`config.mk`:
```
export PLATFORM = sky130hd
export DESIGN_NAME = flash_status_latch
export DESIGN_NICKNAME = d
export VERILOG_FILES = /design/src/rtl/flash_status_latch.sv
export SDC_FILE = /design/constraint.sdc
export NUM_CORES = 1
export LEC_CHECK = 0
export ABC_AREA = 1
export ABC_CLOCK_PERIOD_IN_PS = 2700
export BUFFER_PORTS_ARGS = -buffer_cell sky130_fd_sc_hd__buf_2
export CORE_AREA = 2 2 39 41
export DETAILED_ROUTE_END_ITERATION = 8
export DIE_AREA = 0 0 41 43
export GPL_ROUTABILITY_DRIVEN = 0
export PLACE_DENSITY = 0.71
export SYNTH_ARGS = -nofsm -noshare
export SYNTH_HDL_FRONTEND = slang
export SYNTH_SLANG_ARGS = --single-unit
export TNS_END_PERCENT = 50
```
`constraint.sdc`:
```
create_clock -name clk -period 2.7 [get_ports clk]
set_clock_uncertainty 0.15 [all_clocks]
set_input_delay 0 -clock clk [delete_from_list [all_inputs] [get_ports clk]]
set_output_delay 0 -clock clk [all_outputs]
set_load 0.02 [all_outputs]
```
`src/rtl/flash_status_latch.sv`:
```
module flash_status_latch #(
  parameter int WORD_W = 16
) (
  input  logic              clk,
  input  logic              rst_n,
  input  logic              eng_idle,
  input  logic              err_lock_set,
  input  logic              err_vpp_set,
  input  logic              err_prog_set,
  input  logic              err_erase_set,
  input  logic              clr_sticky,
  input  logic              ce_n,
  input  logic              oe_n,
  output logic [WORD_W-1:0] status_word
);
  localparam int STAT_W = 8;
  localparam int PAD_W  = WORD_W - STAT_W;

  logic [3:0]        sticky_q;
  logic [3:0]        set_vec;
  logic              ce_q, oe_q;
  logic              grab;
  logic [STAT_W-1:0] live;
  logic [STAT_W-1:0] snap_q;

  assign set_vec = {err_erase_set, err_prog_set, err_vpp_set, err_lock_set};
  assign live    = {eng_idle, 1'b0, sticky_q[3], sticky_q[2], sticky_q[1], 1'b0, sticky_q[0], 1'b0};
  assign grab    = (ce_q & ~ce_n) | (oe_q & ~oe_n);
  assign status_word = {{PAD_W{1'b0}}, snap_q};

  always_ff @(posedge clk or negedge rst_n) begin
    if (!rst_n)          sticky_q <= '0;
    else if (clr_sticky) sticky_q <= '0;
    else                 sticky_q <= sticky_q | set_vec;
  end

  always_ff @(posedge clk or negedge rst_n) begin
    if (!rst_n) begin
      ce_q   <= 1'b1;
      oe_q   <= 1'b1;
      snap_q <= '0;
    end else begin
      ce_q <= ce_n;
      oe_q <= oe_n;
      if (grab) snap_q <= live;
    end
  end


  ready_capture_chk: assert property (@(posedge clk) disable iff (!rst_n)
    grab |=> status_word[7] == $past(eng_idle));


  snapshot_load_chk: assert property (@(posedge clk) disable iff (!rst_n)
    grab |=> status_word[STAT_W-1:0] == $past(live));


  hold_chk: assert property (@(posedge clk) disable iff (!rst_n)
    !grab |=> $stable(status_word));


  clear_wins_chk: assert property (@(posedge clk) disable iff (!rst_n)
    clr_sticky |=> sticky_q == 4'b0000);


  sticky_keep_chk: assert property (@(posedge clk) disable iff (!rst_n)
    !clr_sticky |=> (($past(sticky_q) & ~sticky_q) == 4'b0000));


  zero_bits_chk: assert property (@(posedge clk) disable iff (!rst_n)
    status_word[WORD_W-1:STAT_W] == '0 && status_word[6] == 1'b0 &&
    status_word[2] == 1'b0 && status_word[0] == 1'b0);
endmodule

```
# Word-level counts from Yosys, hierarchy flattened
# Cells that the tools add are included.
# classes
muxes	1
bitwise_logic	6
# op_table
cell	n
4-bit 2-to-1 mux	1
4-bit OR	1
1-bit AND	2
1-bit NOT	2
1-bit OR	1
# totals
reg_bits	11
in_bits	10
out_inout_bits	16
word_cells	11

# Logic depth before layout (Yosys ltp)
# logic_depth
ltp_word	3
ltp_mapped	5
mapped_depth_nobuf	5

# Worst setup path before layout
# Ideal clock, no wire load.
# synth_timing
kind	reg-to-reg
start	reg ce_q
end	reg snap_q[1]
setup_time_ns	0.065
t_arrival_ns	0.764
t_required_ns	2.485
path_slack_ns	1.721
stages_incl_launch_ff	5
path_buffers	0
period_less_slack_ns	0.979
path_cell_list	dfstp_2 > nand2_4 > nand2_2 > nand2_1 > nand2_1
# synth_between
elab_chain_cells	2
# synth_lines
item	line_no	rtl
start: declaration	21	logic ce_q, oe_q;
start signal: assignment	43	ce_q <= ce_n;
1-bit AND	28	assign grab = (ce_q & ~ce_n) | (oe_q & ~oe_n);
1-bit OR	28	
end signal: assignment	45	if (grab) snap_q <= live;
end: declaration	24	logic [STAT_W-1:0] snap_q;
# Every way passes these cells.
# A chain may end at the register's enable or synchronous reset.

# Worst setup path in the final report
# layout_timing
start	reg sticky_q[0]
end	reg sticky_q[0]
# layout_between
elab_chain_cells	2
# layout_lines
item	line_no	rtl
start: declaration	19	logic [3:0] sticky_q;
start signal: assignment	34	else sticky_q <= sticky_q | set_vec;
4-bit OR	34	
4-bit 2-to-1 mux	33	else if (clr_sticky) sticky_q <= '0;
# Every way passes these cells.

==> run metrics <==
proportion of synthesized chip area in sequential cells 0.5692; number of enable-type register cells in the synthesized netlist 0; WP data required approximately 2.7 ns; number of max-cap violations 0; leakage power 0.3668 nW; total DRC errors in the routed layout 0; number of buffers inserted by port buffering 14; Layout Area Growth over Synthesis 35.13%; placed cell areas ~530 um^2; Worst Setup SP sticky_q[0]; Die Width 41 um; top routing layer in use met3; switching portion of total power 0.2887; clock tree from TritonCTS yes; count of H-tree levels built during CTS 1; Antenna Cells 0; yosys warns 0; initial antenna violation count 0; number of register bits inferred by synthesis 11; total number of nets in the final design slightly below 90; cell repeated most along the worst path sky130_fd_sc_hd__nor2_1; via count of the first global-routing pass between 300 and 400; latest clock arrival within the worst-skew pair between 0.2 and 0.3 ns; cell with the largest stage delay on the worst path sky130_fd_sc_hd__dlygate4sd3_1; Async S/R FF share, synth 1.000; DRT antenna net count 0; gr ovfl total 0; number of failing setup endpoints in the final timing report 0; via count between 300 and 400; sequence of cells on the critical path nor2_1 > nor2_1 > dlygate4sd3_1; Clk pwr share 0.292; r2r worst-path depth 3; routed metal-1 wire length about 360 um; Crit path largest cell delay 0.54 ns; fraction of final layout cells sized beyond drive strength 1 0.2949; final wirelength around 910 um; Post-synth top flop sky130_fd_sc_hd__dfrtp_1; Worst IR Drop VDD 269.5 uV; post-route standard cell area excluding fillers 659.4 um^2; top cell type's share of synthesized area 0.4615; outcome completed; Routed wire per std cell ~9.7 um; flop-to-flop setup slack approximately 1.4 ns; Period minus WS final about 1.3 ns; Max clock buf depth 2; path type of the worst min-delay path input port to async pin; Setup CP Type flop to flop; mean area per synthesized cell about 9.6 um^2; category of cells accounting for the largest share of critical-path delay buffers and inverters; met3 wire length approximately 53 um; maximum number of pins on one net before global-route repair 10; setup TNS 0 ns; Post-CTS Setup Inserts 0; number of instances in the synthesized netlist 51; core footprint between 1000 and 1500 um^2; Worst Path Buf+Inv 1; power density cells 568.9 nW/um^2; post-synthesis cell type count 11; internal power 266.8 uW; Slew Limit Fails 0; overall track demand over capacity in global routing 0.1245; Initial Util 0.3526; cell taking the most area after synthesis sky130_fd_sc_hd__dfrtp_1; number of buffers inserted during clock tree synthesis 3; most used standard cell by instance count after synthesis sky130_fd_sc_hd__buf_4; number of rows in the core area 14; Max Fclk approximately 760 MHz; largest cells by area after synthesis sky130_fd_sc_hd__dfrtp_1 (46%), sky130_fd_sc_hd__buf_4 (17%), sky130_fd_sc_hd__dfstp_2 (11%); power share of the sequential group 0.502; kind of end point of the critical path flop; Die Y ~43 um; post-placement worst setup slack approximately 1.7 ns; first-pass GRT wire length roughly 1400 um; DRC marker count from the first detailed-route iteration 15; CTS Sinks 11; Max FO, Critical Path 2; cell count along the critical path 3; Fin. Hold Viols 0; crit share post-route 0.4895; Detailed Routing Iterations Pass 1 2; most frequent cells after synthesis sky130_fd_sc_hd__buf_4 (11), sky130_fd_sc_hd__nand2_1 (10), sky130_fd_sc_hd__dfrtp_1 (9); Worst Setup Start Kind flop; arrival time at the worst endpoint 1.32 ns; post-detailed-placement half-perimeter wirelength between 500 and 600 um; clock tree root buffer cell sky130_fd_sc_hd__clkbuf_4; number of top-level pins 26; area of the die 1763 um^2; number of vias per cell roughly 4; Reg-to-Reg End sticky_q[0]; unrepaired setup endpoints after global routing no; Mapped Area around 490 um^2; worst setup margin 1.378 ns; Met2 Wirelength roughly 500 um; clock-pin slew on the worst setup and hold paths 0.07 ns; power dissipated by switching net loads 108.3 uW; Critical R2R Launch sticky_q[0]; power share of the combinational group 0.206
## power by group through the flow
| stage | Sequential [mW] | Clock, mW | Combinational, mW |
|---|---|---|---|
| after floorplan | 0.203 | 0 | 0.0429 |
| after global placement | 0.192 | 0 | 0.0641 |
| after detailed placement | 0.192 | 0 | 0.0653 |
| after CTS | 0.189 | 0.115 | 0.0770 |
| after global routing | 0.190 | 0.126 | 0.0848 |
| final | 0.188 | 0.110 | 0.0771 |
## worst register-to-register path, cell delays in order (launching register included)
cell and delay [ns]:
sky130_fd_sc_hd__dfrtp_1 0.39, sky130_fd_sc_hd__nor2_1 0.09, sky130_fd_sc_hd__nor2_1 0.04, sky130_fd_sc_hd__dlygate4sd3_1 0.54
## kinds of logic (layout without fill, tap and decap cells)
logic type             Yosys count  count (layout)  share of synthesized area
buffers and inverters           13              30                     0.1846
and+or+nand+nor                 26              26                     0.2385
DFF                             11              11                     0.5692
other                            1              11                   0.007685
## worst max-delay path by stage
stage	end	slack (ns)
global placement	snap_q[1]	1.69
global route	sticky_q[0]	1.30
CTS	sticky_q[0]	1.38
floorplan	snap_q[1]	1.72
finish	sticky_q[0]	1.38
detailed placement	snap_q[4]	1.67
## per-stage QoR
step / std cells / power [mW] / hold slack, ns / utilization
2_1_floorplan: 61 / 0.2454 / -0.4456 / -
3_3_place_gp: 80 / 0.2561 / -0.2771 / 0.3852
3_5_place_dp: 80 / 0.2569 / -0.2751 / 0.3852
4_1_cts: 94 / 0.3804 / 0.06355 / 0.4765
5_1_grt: 94 / 0.4014 / 0.09871 / 0.4765
6_report: 94 / 0.3751 / 0.09402 / 0.4765
## flip-flops by register name, indices dropped and copies added, names as in the netlist
signal,cells
ce_q,1
oe_q,1
snap_q,5
sticky_q,4
## layout by cell type (no fill, tap or decap)
master	netlist	layout
sky130_fd_sc_hd__nand2_4	1	1
sky130_fd_sc_hd__nand2_2	2	2
sky130_fd_sc_hd__clkbuf_4	0	3
sky130_fd_sc_hd__conb_1	1	11
sky130_fd_sc_hd__nand3_1	5	5
sky130_fd_sc_hd__nor2_1	8	8
sky130_fd_sc_hd__dfstp_2	2	2
sky130_fd_sc_hd__dfrtp_1	9	9
sky130_fd_sc_hd__clkbuf_1	0	1
sky130_fd_sc_hd__nand2_1	10	10
sky130_fd_sc_hd__inv_2	1	1
sky130_fd_sc_hd__dlygate4sd3_1	0	10
sky130_fd_sc_hd__buf_2	0	14
sky130_fd_sc_hd__inv_1	1	1
## metal layers
layer | global-route usage | vias up
li1 | - | 187
met1 | 0.1492 | 173
met2 | 0.1875 | 17
met3 | 0.04712 | 0
met4 | 0.06000 | 0
met5 | 0 | -
## what timing repair did
item,CTS,global route
resized for setup,0,0
hold buffers,10,0
endpoints found under the hold margin,22,0
## area by class of cell
cell class,count,area [um^2]
multi-input combinational,37,157.7
fill,145,724.4
sequential,11,277.8
inverter,2,7.507
tap,16,20.02
timing repair buffer,24,170.2
clock buffer,4,26.28
Note: power is estimated with default switching activity, not from simulation.
